==> src/rtl/sxe_pkg.sv <==
package sxe_pkg;
  localparam logic [2:0] DSEL_MAIN    = 3'd2;
  localparam logic [2:0] DSEL_SUB     = 3'd3;
  localparam logic [2:0] DSEL_DISCARD = 3'd4;
  localparam logic [2:0] DSEL_PROG    = 3'd5;
  localparam logic [2:0] DSEL_WORK    = 3'd7;

  typedef enum logic [2:0] {
    TGT_NONE    = 3'd0,
    TGT_DISCARD = 3'd1,
    TGT_PROG    = 3'd2,
    TGT_WFULL   = 3'd3,
    TGT_WHALF   = 3'd4
  } tgt_e;

  function automatic tgt_e decode_target(input logic [2:0] sel, input logic half);
    tgt_e t;
    case (sel)
      DSEL_DISCARD: t = TGT_DISCARD;
      DSEL_PROG:    t = TGT_PROG;
      DSEL_WORK:    t = half ? TGT_WHALF : TGT_WFULL;
      default:      t = TGT_NONE;
    endcase
    return t;
  endfunction
endpackage

==> src/rtl/sxe_host_port.sv <==
module sxe_host_port
  import sxe_pkg::*;
(
  input  logic        xfer_active,
  input  logic [2:0]  dest_sel,
  input  logic        rd_main,
  input  logic        rd_sub,
  input  logic [7:0]  byte_even,
  input  logic [7:0]  byte_odd,
  output logic        rd_strobe,
  output logic        rd_ok,
  output logic [15:0] rd_word
);
  // A read is honoured only when the requesting side matches the code.
  function automatic logic side_match(input logic [2:0] sel, input logic m, input logic s);
    return (s && sel == DSEL_SUB) || (m && sel == DSEL_MAIN);
  endfunction

  assign rd_strobe = rd_main | rd_sub;
  assign rd_ok     = xfer_active && side_match(dest_sel, rd_main, rd_sub);
  assign rd_word   = {byte_even, byte_odd};
endmodule

==> src/rtl/sxe_dma_stepper.sv <==
module sxe_dma_stepper #(
  parameter  int CNT_W     = 16,
  parameter  int MAX_WORDS = 256,
  localparam int STEP_W    = $clog2(MAX_WORDS + 1)
) (
  input  logic              clk,
  input  logic              rst_n,
  input  logic              start,
  input  logic              abort,
  input  logic [CNT_W-1:0]  count,
  output logic              run,
  output logic [STEP_W-1:0] word_idx,
  output logic              done,
  output logic              done_last,
  output logic [STEP_W-1:0] done_words
);
  localparam int LAST_LIMIT = 2 * MAX_WORDS;

  function automatic logic is_last(input logic [CNT_W-1:0] c);
    return int'(c) <= LAST_LIMIT;
  endfunction

  function automatic logic [STEP_W-1:0] plan_words(input logic [CNT_W-1:0] c);
    logic [CNT_W:0] halfc;
    halfc = ({1'b0, c} + 1'b1) >> 1;
    if (is_last(c)) return STEP_W'(halfc);
    return STEP_W'(MAX_WORDS);
  endfunction

  logic              busy_q, last_q;
  logic [STEP_W-1:0] n_q, idx_q;
  logic [STEP_W-1:0] plan;
  logic              zero_step, final_word;

  assign plan       = plan_words(count);
  assign zero_step  = start && (plan == '0);
  assign final_word = busy_q && (idx_q == n_q - 1'b1);

  always_ff @(posedge clk or negedge rst_n) begin
    if (!rst_n) begin
      busy_q <= 1'b0;
      last_q <= 1'b0;
      n_q    <= '0;
      idx_q  <= '0;
    end else if (abort) begin
      busy_q <= 1'b0;
    end else if (start && !zero_step) begin
      busy_q <= 1'b1;
      n_q    <= plan;
      idx_q  <= '0;
      last_q <= is_last(count);
    end else if (busy_q) begin
      if (final_word) busy_q <= 1'b0;
      else            idx_q  <= idx_q + 1'b1;
    end
  end

  assign run        = busy_q;
  assign word_idx   = idx_q;
  assign done       = !abort && (zero_step || final_word);
  assign done_last  = zero_step || last_q;
  assign done_words = zero_step ? '0 : n_q;
endmodule

==> src/rtl/sxe_dst_addr.sv <==
module sxe_dst_addr
  import sxe_pkg::*;
#(
  parameter  int DMA_W  = 16,
  parameter  int STEP_W = 9,
  localparam int DST_AW = DMA_W + 3
) (
  input  tgt_e              tgt,
  input  logic [DMA_W-1:0]  base,
  input  logic              bank_sel,
  input  logic [STEP_W-1:0] idx,
  output logic [DST_AW-1:0] addr
);
  function automatic logic [DST_AW-1:0] prog_addr(input logic [DMA_W-1:0] b, input logic [STEP_W-1:0] k);
    return {b, 3'b000} + (DST_AW'(k) << 1);
  endfunction

  function automatic logic [DST_AW-1:0] wfull_addr(input logic [DMA_W-1:0] b, input logic [STEP_W-1:0] k);
    return DST_AW'({b[DMA_W-2:0], 3'b000}) + (DST_AW'(k) << 1);
  endfunction

  function automatic logic [DST_AW-1:0] whalf_addr(input logic [DMA_W-1:0] b, input logic bs,
                                                   input logic [STEP_W-1:0] k);
    logic [DST_AW-1:0] lane;
    lane = bs ? '0 : DST_AW'(2);
    return DST_AW'({b[DMA_W-3:0], 4'b0000}) + lane + (DST_AW'(k) << 2);
  endfunction

  always_comb begin
    case (tgt)
      TGT_PROG:  addr = prog_addr(base, idx);
      TGT_WFULL: addr = wfull_addr(base, idx);
      TGT_WHALF: addr = whalf_addr(base, bank_sel, idx);
      default:   addr = '0;
    endcase
  end
endmodule

==> src/rtl/sxe_engine.sv <==
module sxe_engine
  import sxe_pkg::*;
#(
  parameter  int CNT_W     = 16,
  parameter  int SRC_W     = 16,
  parameter  int DMA_W     = 16,
  parameter  int MAX_WORDS = 256,
  localparam int DST_AW    = DMA_W + 3,
  localparam int STEP_W    = $clog2(MAX_WORDS + 1)
) (
  input  logic              clk,
  input  logic              rst_n,
  input  logic              ctl_wr,
  input  logic              ctl_xfer_en,
  input  logic              ctl_end_irq_en,
  input  logic              cnt_wr,
  input  logic [CNT_W-1:0]  cnt_wdata,
  input  logic              src_wr,
  input  logic [SRC_W-1:0]  src_wdata,
  input  logic              xfer_trig,
  input  logic              irq_ack,
  input  logic              rdy_set,
  input  logic [2:0]        dest_sel,
  input  logic              half_bank,
  input  logic              bank_sel,
  input  logic [DMA_W-1:0]  dma_adr,
  input  logic              rd_main,
  input  logic              rd_sub,
  input  logic              irq_mask_en,
  input  logic              dma_step,
  output logic [SRC_W-1:0]  buf_addr,
  input  logic [7:0]        buf_b0,
  input  logic [7:0]        buf_b1,
  output logic [15:0]       host_data,
  output logic              dst_we,
  output logic              dst_work,
  output logic [DST_AW-1:0] dst_addr,
  output logic [15:0]       dst_data,
  output logic [CNT_W-1:0]  byte_count,
  output logic              busy_n,
  output logic              irq_flag_n,
  output logic              end_flag,
  output logic              data_ready,
  output logic              xfer_active,
  output logic              irq_req
);
  // Stored control bits
  logic xfer_en_q, end_irq_en_q;

  // State registers
  logic [CNT_W-1:0] count_q;
  logic [SRC_W-1:0] src_q;
  logic             active_q, busy_n_q, irq_n_q, end_q, rdy_q, irq_req_q;
  logic [15:0]      host_q;

  // Captured step context
  tgt_e             tgt_q;
  logic [DMA_W-1:0] base_q;
  logic             bank_q;

  // Named internal events
  logic              abort_evt, start_evt, end_evt;
  logic              rd_strobe, rd_ok, rd_end;
  logic [15:0]       rd_word;
  logic              step_ok, step_start, run, step_done, step_last;
  logic [STEP_W-1:0] step_idx, step_words;
  tgt_e              tgt_now;

  function automatic logic [CNT_W-1:0] cnt_after_step(input logic [CNT_W-1:0] c,
                                                     input logic [STEP_W-1:0] n);
    return c - (CNT_W'(n) << 1);
  endfunction

  sxe_host_port u_host (
    .xfer_active (active_q),
    .dest_sel    (dest_sel),
    .rd_main     (rd_main),
    .rd_sub      (rd_sub),
    .byte_even   (buf_b0),
    .byte_odd    (buf_b1),
    .rd_strobe   (rd_strobe),
    .rd_ok       (rd_ok),
    .rd_word     (rd_word)
  );

  assign tgt_now    = decode_target(dest_sel, half_bank);
  assign step_ok    = active_q && (tgt_now != TGT_NONE);
  assign abort_evt  = ctl_wr && !ctl_xfer_en;
  assign step_start = dma_step && step_ok && !run && !abort_evt;

  sxe_dma_stepper #(.CNT_W(CNT_W), .MAX_WORDS(MAX_WORDS)) u_step (
    .clk        (clk),
    .rst_n      (rst_n),
    .start      (step_start),
    .abort      (abort_evt),
    .count      (count_q),
    .run        (run),
    .word_idx   (step_idx),
    .done       (step_done),
    .done_last  (step_last),
    .done_words (step_words)
  );

  sxe_dst_addr #(.DMA_W(DMA_W), .STEP_W(STEP_W)) u_addr (
    .tgt      (tgt_q),
    .base     (base_q),
    .bank_sel (bank_q),
    .idx      (step_idx),
    .addr     (dst_addr)
  );

  assign start_evt = xfer_trig && xfer_en_q && !abort_evt;
  assign rd_end    = rd_ok && (int'(count_q) <= 2);
  assign end_evt   = !abort_evt && (rd_end || (step_done && step_last));

  always_ff @(posedge clk or negedge rst_n) begin
    if (!rst_n) begin
      xfer_en_q    <= 1'b0;
      end_irq_en_q <= 1'b0;
    end else if (ctl_wr) begin
      xfer_en_q    <= ctl_xfer_en;
      end_irq_en_q <= ctl_end_irq_en;
    end
  end

  always_ff @(posedge clk or negedge rst_n) begin
    if (!rst_n) begin
      count_q <= '0;
    end else if (abort_evt) begin
      count_q <= '0;
    end else if (cnt_wr) begin
      count_q <= cnt_wdata;
    end else if (end_evt) begin
      count_q <= '0;
    end else if (rd_ok) begin
      count_q <= count_q - CNT_W'(2);
    end else if (step_done) begin
      count_q <= cnt_after_step(count_q, step_words);
    end
  end

  always_ff @(posedge clk or negedge rst_n) begin
    if (!rst_n)              src_q <= '0;
    else if (src_wr)         src_q <= src_wdata;
    else if (rd_ok || run)   src_q <= src_q + SRC_W'(2);
  end

  always_ff @(posedge clk or negedge rst_n) begin
    if (!rst_n) begin
      active_q <= 1'b0;
      busy_n_q <= 1'b1;
      end_q    <= 1'b0;
    end else if (abort_evt) begin
      active_q <= 1'b0;
      busy_n_q <= 1'b1;
    end else if (start_evt) begin
      active_q <= 1'b1;
      busy_n_q <= 1'b0;
      end_q    <= 1'b0;
    end else if (end_evt) begin
      active_q <= 1'b0;
      busy_n_q <= 1'b1;
      end_q    <= 1'b1;
    end
  end

  always_ff @(posedge clk or negedge rst_n) begin
    if (!rst_n) begin
      rdy_q     <= 1'b0;
      irq_n_q   <= 1'b1;
      irq_req_q <= 1'b0;
    end else begin
      if (end_evt)      rdy_q <= 1'b0;
      else if (rdy_set) rdy_q <= 1'b1;
      if (end_evt && end_irq_en_q) irq_n_q <= 1'b0;
      else if (irq_ack)            irq_n_q <= 1'b1;
      irq_req_q <= end_evt && end_irq_en_q && irq_mask_en;
    end
  end

  always_ff @(posedge clk or negedge rst_n) begin
    if (!rst_n)         host_q <= '0;
    else if (rd_strobe) host_q <= rd_ok ? rd_word : 16'h0000;
  end

  always_ff @(posedge clk or negedge rst_n) begin
    if (!rst_n) begin
      tgt_q  <= TGT_NONE;
      base_q <= '0;
      bank_q <= 1'b0;
    end else if (step_start) begin
      tgt_q  <= tgt_now;
      base_q <= dma_adr;
      bank_q <= bank_sel;
    end
  end

  assign buf_addr    = src_q;
  assign host_data   = host_q;
  assign dst_we      = run && (tgt_q != TGT_DISCARD) && (tgt_q != TGT_NONE);
  assign dst_work    = (tgt_q == TGT_WFULL) || (tgt_q == TGT_WHALF);
  assign dst_data    = {buf_b0, buf_b1};
  assign byte_count  = count_q;
  assign busy_n      = busy_n_q;
  assign irq_flag_n  = irq_n_q;
  assign end_flag    = end_q;
  assign data_ready  = rdy_q;
  assign xfer_active = active_q;
  assign irq_req     = irq_req_q;
endmodule

==> config.mk <==
export PLATFORM = sky130hd
export DESIGN_NAME = sxe_engine
export DESIGN_NICKNAME = d
export VERILOG_FILES = /design/src/rtl/sxe_pkg.sv /design/src/rtl/sxe_host_port.sv /design/src/rtl/sxe_dma_stepper.sv /design/src/rtl/sxe_dst_addr.sv /design/src/rtl/sxe_engine.sv
export SDC_FILE = /design/constraint.sdc
export NUM_CORES = 1
export LEC_CHECK = 0
export ABC_AREA = 1
export BUFFER_PORTS_ARGS = -buffer_cell sky130_fd_sc_hd__buf_2
export CAP_MARGIN = 10
export CELL_PAD_IN_SITES_DETAIL_PLACEMENT = 0
export CELL_PAD_IN_SITES_GLOBAL_PLACEMENT = 2
export CORE_MARGIN = 5
export CORE_UTILIZATION = 27
export DETAILED_ROUTE_END_ITERATION = 10
export PLACE_DENSITY = 0.86
export RECOVER_POWER = 100
export SKIP_CTS_REPAIR_TIMING = 1
export SLEW_MARGIN = 20
export SYNTH_ARGS = -nofsm -noshare
export SYNTH_HDL_FRONTEND = slang
export SYNTH_SLANG_ARGS = --single-unit
==> constraint.sdc <==
create_clock -name clk -period 3.3 [get_ports clk]
set_input_delay 0 -clock clk [delete_from_list [all_inputs] [get_ports clk]]
set_output_delay 0 -clock clk [all_outputs]
set_load 0.05 [all_outputs]
* Word level (Yosys, flattened, before mapping)
Cells that the tools add are included.
Cells by class: $add $sub $neg 10, order comparisons 2, eq/ne operators 11, muxes and demuxes 33, bitwise operators 2, reduce and logical (&&, ||, !) cells 44
Operators with widths (number):
- 2-to-1 mux 16 bit | 8
- case mux 19 bit (3 select lines) | 1
- 2-to-1 mux 9 bit | 6
- logical AND 1 bit | 21
- adder 18 x 10 -> 19 bit | 1
- adder 18 x 19 -> 19 bit | 1
- adder 19 x 10 -> 19 bit | 1
- adder 19 x 11 -> 19 bit | 1
- adder 16 x 2 -> 16 bit, second input constant | 1
- less-or-equal comparator 16 x 10 -> 1 bit, second input constant | 1
- less-or-equal comparator 16 x 2 -> 1 bit, second input constant | 1
- subtractor 16 x 10 -> 16 bit | 1
- subtractor 16 x 2 -> 16 bit, second input constant | 1
- 2-to-1 mux 1 bit | 15
- == test 3 x 2 -> 1 bit, second input constant | 4
- == test 3 bit, second input constant | 4
- adder 10 x 1 -> 10 bit, second input constant | 1
- nonzero test 2 bit | 5
- adder 9 x 1 -> 9 bit, second input constant | 1
- == test 9 bit | 1
- logical NOT 9 bit | 1
- case mux 3 bit (3 select lines) | 1
- nonzero test 3 bit | 3
- subtractor 9 x 1 -> 9 bit, second input constant | 1
- other kinds (11) | 20
Word-level totals: register bits after elaboration 96, bits of input ports 83, output and inout bits 91, word-level logic and storage cells 120

* Longest topological paths before layout
Gate-level depths: netlist (run 1).
depth in word-level cells 16, depth in mapped cells 29, mapped depth without buffers 28

* Modules after synthesis
A second synthesis (run 1) with hierarchy kept.
Unflattened totals: cells, all modules 1169, area, all modules 7571.0 um2
Modules (own cells, without submodules):
- sxe_engine | instances 1, cells each 701, area an instance 4817.1 um2, sequential area each 1904.3 um2
- sxe_dma_stepper | instances 1, cells each 260, area an instance 1699.1 um2, sequential area each 500.5 um2
- sxe_dst_addr | instances 1, cells each 182, area an instance 893.4 um2, sequential area each 0.0 um2
- sxe_host_port | instances 1, cells each 26, area an instance 161.4 um2, sequential area each 0.0 um2

* Worst setup path after synthesis (run 1)
No wires, ideal clock.
kind register to register, from reg count_q[2], in the netlist byte_count[2], to reg count_q[11], in the netlist byte_count[11], library setup time 66 ps, arrival time 3724 ps, required time 3234 ps, slack -490 ps, stages on the path, launching flop included 25, buffers on the path 1, clock period less this slack 3790 ps, path through dfrtp_1 -> ha_1 -> nand2_1 -> inv_1 -> nand4_1 -> xor2_1 -> nand2_1 -> nor2_2 -> nand3_2 -> buf_6 -> inv_1 -> nor2_1 -> ha_1 -> fa_1 -> o21ai_0 -> a21o_1 -> nand2_1 -> nand2_1 -> nand2_1 -> and3_1 -> nor3_1 -> nand2_2 -> nand2_2 -> nand2_2 -> nand2_1
Between the ends: cells in the longest elaborated chain, start to end 13, elaborated cells on any way between the ends 24, classes of those cells add/sub: 3; order compare: 2; mux: 9; reduce/logical: 10
Ends and longest elaborated chain:
- from (decl) | RTL line sxe_engine.sv:51 | logic [CNT_W-1:0] count_q;
- from (signal assigned) | RTL line sxe_engine.sv:132 | count_q <= cnt_wdata;
- from (signal assigned) | RTL line sxe_engine.sv:136 | count_q <= count_q - CNT_W'(2);
- from (signal assigned) | RTL line sxe_engine.sv:138 | count_q <= cnt_after_step(count_q, step_words);
- parallel branches: the longest is 13 deep, another holds less-or-equal comparator 16 x 10 -> 1 bit
Several ways; the timed one is not identified. The select of a mux whose other input is x is not followed. A chain may end at the register's enable or synchronous reset.

* Worst setup path in the final report (run 1)
from reg count_q[1], in the netlist byte_count[1], to reg count_q[15], in the netlist byte_count[15]
Same word-level chain as after synthesis.

==> impl_metrics.toml, run 1 <==
[global_route]
grt_pass1_wl_um = 34970
antenna_found_initial = 0
grt_remaining_overflow = 0
first_global_vias = 6741
grt_max_degree = 68
gr-usage-all-layers_pct = 14.96

[yosys]
synth_mux_area_share_pct = 0.1453
synthAdderAreaFrac_pct = 5.302
ys_top_cells_by_area = "dfrtp_1 (34%), nand2_1 (15%), inv_1 (5.2%)"
synth.largest_area_cell = "dfrtp_1"
syn_area_um2 = 6890
synth.most_common_cell = "nand2_1"
ys_top_cells_by_count = "nand2_1 (277), inv_1 (96), dfrtp_1 (94)"
seq_area_frac_synth_pct = 34.90
synth.avg_cell_area_um2 = 7.185
synth_top_area_share_pct = 34.14
synth_compound_area_share_pct = 11.48
ys_async_sr_fraction_pct = 100.0
synth_edf_count = 0
netlist_instances = 959
synth_seq_cells = 96
synth_top_family_by_area = "simple AND/OR/NAND/NOR gates"
synth.distinct_cells = 45
synth_xor_area_share_pct = 5.720
synth_flop_cell = "dfrtp_1"
ys_warn_count = 0
synth_nets = 1070
synthSimpleGateAreaFrac_pct = 32.69

[timing]
hold_viol = 2
relSlewSlack_pct = -18.85
holdWs_ns = -0.02077
fin_skew_ns = 0.01733
max_freq_ghz = 0.2905
setup_tns_ns = -0.4344
fin_crit_ns = 3.442
period_share_pct = 104.3
fin_ws_ns = -0.1423
grt_setup_unrepaired = "yes"
slew_viol_final = 68
setup_viol = 6
worst_slew_pin_slew_ns = 1.783

[clock_network]
clk_pin_slew_ns = 0.08
clock_tree.buffer_depth = 2
cts_tree = "done"
cts_sinks = 96
numCtsBuffers = 9
clk_latency_ns = 0.36
cts_root_buf = "clkbuf_16"
h-tree-depth = 3

[worst_setup_path]
cp_max_fo = 4
critPathSlowestCell = "dfrtp_4"
cp-end-kind = "register"
start_kind = "register"
path_class = "reg -> reg"
rrSetupSlack_ns = -0.14
critical_path_arrival_ns = 3.74
critPathRequiredTime_ns = 3.60
path_buf_inv = 2
cp_top_family = "simple AND/OR/NAND/NOR gates"
critical_path.startpoint = "byte_count[1]$_DFFE_PN0P_"
cp_slowest_stage_delay_ns = 0.52
r2r_start = "byte_count[1]$_DFFE_PN0P_"

[power_and_ir_drop]
leakage_uw = 0.004715
power_uw = 7540
power.density_nw_per_um2 = 778.2
peakVddDrop_mv = 0.4379

[drt]
drtPass1Iterations = 5
drc = 0
drt-total-wl_um = 22530
wl_per_cell_um = 14.14
vias = 7037
drtIter0Drc = 290
via_per_inst = 4.417
drtAntennaViolNets = 0

[floorplan]
core_area_um2 = 25180
dieWidth_um = 169.8
io_pins = 174
start_util_pct = 27.36
die_h_um = 169.8
rows = 58
die-area_um2 = 28820

[layout]
fillers = 2683
seqCellArea_um2 = 2426
area_growth_pct = 40.62
final_cell_area_um2 = 9689
multi_input_area_um2 = 3994
drive_gt1_share_pct = 24.33
fin_nets = 1368

[job]
max_cap_viol_count = 1

[min_path]
hold_start = "xfer_trig"
holdCritPathClass = "in -> reg"

[placed_design]
hpwl_um = 16920
io_buffers = 172
gp_congestion = 0.8100
place_area_um2 = 8467

[outcome]
violations = "negative hold slack, max-capacitance violations, max-slew violations, negative setup slack"
status = "complete, but fails checks"
[sequential cells by signal (all words and copies together), names as in the netlist]
name             cells
bank_q               1
end_flag             1
base_q              16
irq_flag_n           1
xfer_active          1
host_data           16
u_step.last_q        1
buf_addr            16
u_step.word_idx      9
busy_n               1
end_irq_en_q         1
u_step.run           1
irq_req              1
tgt_q                3
data_ready           1
byte_count          16
u_step.n_q           9
xfer_en_q            1
[power breakdown]
| part | switching (uW) | internal, uW | leakage (uW) |
|---|---|---|---|
| clock network | 490 | 612 | 0.000143 |
| logic | 2910 | 1760 | 0.00337 |
| registers | 306 | 1470 | 0.00120 |
[metrics by stage]
stage	hold slack, ns	utilization (%)	setup slack [ns]	instances
final	-0.02077	38.48	-0.1423	1593
after floorplan	-0.2956	-	-0.05044	959
after CTS	-0.1728	34.81	-0.2196	1503
after global routing	0.001844	38.47	-0.3545	1592
after global placement	0.2021	33.62	-0.07882	1487
after detailed placement	0.1996	33.62	-0.1835	1487
[kinds of logic after synthesis]
family | after synthesis
simple gates | 496
buf+inv | 148
xor+xnor | 45
fa+ha+maj | 28
flops | 96
other cells | 1
mux | 1
compound gates | 144
[worst register-to-register path, cell delays in order, from the launching register on]
cell and delay [ns]:
dfrtp_4 0.52, buf_6 0.14, ha_4 0.16, nand2_4 0.08
nor2_4 0.04, nor2_2 0.09, nor2_1 0.04, nand2_1 0.09
nand3_2 0.12, nor2_4 0.16, nand3_4 0.11, inv_4 0.08
nor2_4 0.04, ha_4 0.17, fa_2 0.40, o21ai_2 0.17
a21o_1 0.19, nand2_2 0.08, nand2_2 0.06, nand2_2 0.05
nand4_1 0.10, o21ai_1 0.08, a21oi_1 0.17, nand2_2 0.06
nand2_1 0.07, nand2_1 0.04, nand2_1 0.07
[per-layer routing]
layer  routed length (um)  GRT usage, %
met1                10390         19.92
met2                11000         25.84
met3                  866         2.376
met4                  274         2.905
met5                    0             0
[worst paths after layout]
| kind | end | cells past startpoint |
|---|---|---|
| setup / recovery | byte_count[15]$_DFFE_PN0P_ | 26 |
| hold / removal | end_flag$_DFFE_PN0P_ | 4 |
| setup reg to reg | byte_count[15]$_DFFE_PN0P_ | 26 |
| hold reg to reg | buf_addr[0]$_DFFE_PN0P_ | 2 |
| max in group asynchronous | host_data[4]$_DFFE_PN0P_ | 3 |
| min in group asynchronous | bank_q$_DFFE_PN0P_ | 2 |
[cell type report]
cell class,count,share of cell area (%)
Antenna cell,1,0.02583
Clock buffer,12,2.544
Clock inverter,4,0.5294
Inverter,105,4.119
Multi-Input combinational cell,715,41.22
Sequential cell,96,25.04
Tap cell,330,4.261
Timing Repair Buffer,330,22.26
[cell usage in the layout (no fill, tap or decap), types with 3 or more instances in the layout]
cell	netlist	routed
nor2_2	7	7
nor2_8	3	3
a21oi_2	0	4
buf_2	6	102
nand3b_1	4	4
nand2_1	277	268
inv_2	7	8
nand3_1	43	41
nor3_1	9	8
o211ai_1	6	6
a21o_1	4	4
buf_4	18	78
nor2_4	0	4
clkbuf_16	0	9
clkbuf_1	12	72
dlygate4sd3_1	0	77
a31oi_1	5	4
ha_4	0	4
o21ai_0	62	55
nor2_1	86	82
nand3_4	2	3
dfrtp_1	94	81
nand4_1	18	18
xor2_1	29	29
nand3_2	9	10
o21ai_1	3	6
xnor2_1	16	16
inv_1	96	93
a21oi_1	38	34
o21ai_2	0	4
o22ai_1	22	22
nand2_4	3	4
ha_1	26	22
dfrtp_2	0	11
nand2_2	28	36
No activity file was read; power rests on OpenSTA's default activity.
==> inputs of run 2 (changes only) <==
--- a/config.mk
+++ b/config.mk
@@ -11,9 +11,9 @@
 export CELL_PAD_IN_SITES_DETAIL_PLACEMENT = 0
 export CELL_PAD_IN_SITES_GLOBAL_PLACEMENT = 2
 export CORE_MARGIN = 5
-export CORE_UTILIZATION = 27
+export CORE_UTILIZATION = 32
 export DETAILED_ROUTE_END_ITERATION = 10
-export PLACE_DENSITY = 0.86
+export PLACE_DENSITY = 0.94
 export RECOVER_POWER = 100
 export SKIP_CTS_REPAIR_TIMING = 1
 export SLEW_MARGIN = 20
==> constraint.sdc (replaced) <==
create_clock -name clk -period 4 [get_ports clk]
set_input_delay 0 -clock clk [delete_from_list [all_inputs] [get_ports clk]]
set_output_delay 0 -clock clk [all_outputs]
set_load 0.05 [all_outputs]
==> run 2 against run 1 <==
  * The run ends with negative hold slack, max-capacitance violations, max-slew violations left
  * Sequential cell count unchanged
  * Register-to-register slack better by 0.51 ns
  * First-iteration DRC count up 37%
  * Setup slack better by 0.47 ns
  * Non-clock buffer count down 72
  * Clock power down 21%
  * Critical path type is now in -> reg
  * Critical endpoint is now byte_count[12]$_DFFE_PN0P_
  * Largest cell class unchanged
  * Highest routed layer unchanged
==> impl_metrics.toml, run 2 (synthesis gave the netlist of run 1 again) <==
[outcome]
status = "complete, but fails checks"
violations = "negative hold slack, max-capacitance violations, max-slew violations"

[global_route]
grt_pass1_wl_um = 33770
grt-busiest-layer = "met2"
first_global_vias = 6638
met2_usage_pct = 28.17
grt_max_degree = 64
met1_usage_pct = 22.37
grt_remaining_overflow = 0
gr-usage-all-layers_pct = 16.92
antenna_found_initial = 0
grtUsageMet3_pct = 3.872

[timing]
relSlewSlack_pct = -13.19
hold_viol = 6
worst_slew_pin_slew_ns = 1.698
fin_crit_ns = 3.674
setup_viol = 0
fin_ws_ns = 0.3264
grt_setup_unrepaired = "no"
fin_skew_ns = 0.01274
max_freq_ghz = 0.2722
period_share_pct = 91.84
slew_viol_final = 64
holdWs_ns = -0.03838
setup_tns_ns = 0

[floorplan]
io_pins = 174
core_area_um2 = 21090
rows = 53
die-area_um2 = 24570
die_h_um = 156.7
start_util_pct = 32.67
dieWidth_um = 156.7

[clock_network]
cts_tree = "done"
cts_sinks = 96
clk_latency_ns = 0.35
h-tree-depth = 3
cts_root_buf = "clkbuf_16"
clock_tree.buffer_depth = 2
numCtsBuffers = 9
clk_pin_slew_ns = 0.08

[drt]
vias = 6849
drtPass1Iterations = 5
wl_per_cell_um = 14.63
drtAntennaViolNets = 0
drc = 0
drt-total-wl_um = 21450
via_per_inst = 4.672
drtIter0Drc = 396

[layout]
fin_cells = 1466
layout_common_cells = "nand2_1 (284), inv_1 (96), clkbuf_1 (94), dfrtp_1 (91), nor2_1 (87)"
drive_gt1_share_pct = 13.95
area_growth_pct = 27.31
fin_nets = 1296
utilization_pct = 41.60
final_common_cell = "nand2_1"

[power_and_ir_drop]
leakage_uw = 0.004240
power_uw = 5592
peakVddDrop_mv = 0.4171
power.density_nw_per_um2 = 637.5

[worst_setup_path]
critical_path_arrival_ns = 3.93
critPathRequiredTime_ns = 4.25
path_class = "in -> reg"
cp_max_fo = 10
start_kind = "input pin"
cp-end-kind = "register"

[placed_design]
place_inst = 1376
hpwl_um = 16170
gp_congestion = 0.8646
place_ws_ns = 0.1936
io_buffers = 172

[job]
max_cap_viol_count = 1

[min_path]
holdCritPathClass = "in -> reg"
## run 2: changes by cell type in the layout (fill, tap and decap cells not counted), sizes merged
cell / delta
buf: -93
bufinv: -1
clkbuf: +24
clkinv: +2
dlygate4sd3: -4
## run 2: path summary, 6_finish.rpt
| path | start | end | slack [ns] | cells past startpoint |
|---|---|---|---|---|
| worst max-delay path | ctl_wr | byte_count[12]$_DFFE_PN0P_ | 0.33 | 26 |
| worst min-delay path | src_wdata[3] | buf_addr[3]$_DFFE_PN0N_ | -0.04 | 3 |
| worst max register to register | byte_count[2]$_DFFE_PN0P_ | byte_count[8]$_DFFE_PN0P_ | 0.37 | 23 |
| worst min register to register | buf_addr[0]$_DFFE_PN0P_ | buf_addr[0]$_DFFE_PN0P_ | 0.49 | 2 |
| max in group asynchronous | rst_n | tgt_q[1]$_DFFE_PN0P_ | 1.70 | 3 |
| min in group asynchronous | rst_n | base_q[6]$_DFFE_PN0P_ | 0.63 | 2 |
## run 2: where the power goes
part	switching (uW)	total [uW]	internal, uW
registers	314	1520	1200
logic	2170	3210	1050
clock network	405	865	460
total	2890	5590	2710
## run 2: critical path, cell delays in order
cell,delay (ns)
dlygate4sd3_1,0.53
buf_2,0.13
inv_1,0.06
nor2_1,0.58
inv_2,0.21
o21ai_0,0.13
inv_1,0.06
nand2_1,0.08
inv_2,0.06
nand3_2,0.07
buf_4,0.17
nand2_1,0.10
ha_1,0.30
nand2_1,0.05
o21ai_0,0.28
a31oi_1,0.23
o21ai_1,0.24
nand2_1,0.12
nand4_1,0.11
nand2_1,0.06
nand2_1,0.05
nand2_1,0.05
nand3_2,0.06
nand2_1,0.07
nand2_2,0.05
nand2_1,0.05
## run 2: through the flow
step | hold slack, ns | instance area [um2]
2_1_floorplan | -0.2956 | 6890
3_3_place_gp | 0.1755 | 7920
3_5_place_dp | 0.1809 | 7920
4_1_cts | -0.2120 | 8212
5_1_grt | 0.004172 | 8770
6_report | -0.03838 | 8772
## run 2: cell type report
cell class	instances	area (um2)
Antenna cell	1	2.502
Clock buffer	11	252.7
Clock inverter	5	38.79
Fill cell	2252	12320
Inverter	105	394.1
Multi-Input combinational cell	715	3772
Sequential cell	96	2409
Tap cell	275	344.1
Timing Repair Buffer	258	1559
## run 2: metal layers
metal	part of all wire, %	vias to the layer above	wire (um)
met4	1.3	0	269
met5	0	-	0
li1	-	3527	-
met2	47	171	10010
met3	6.3	18	1342
met1	46	3133	9822
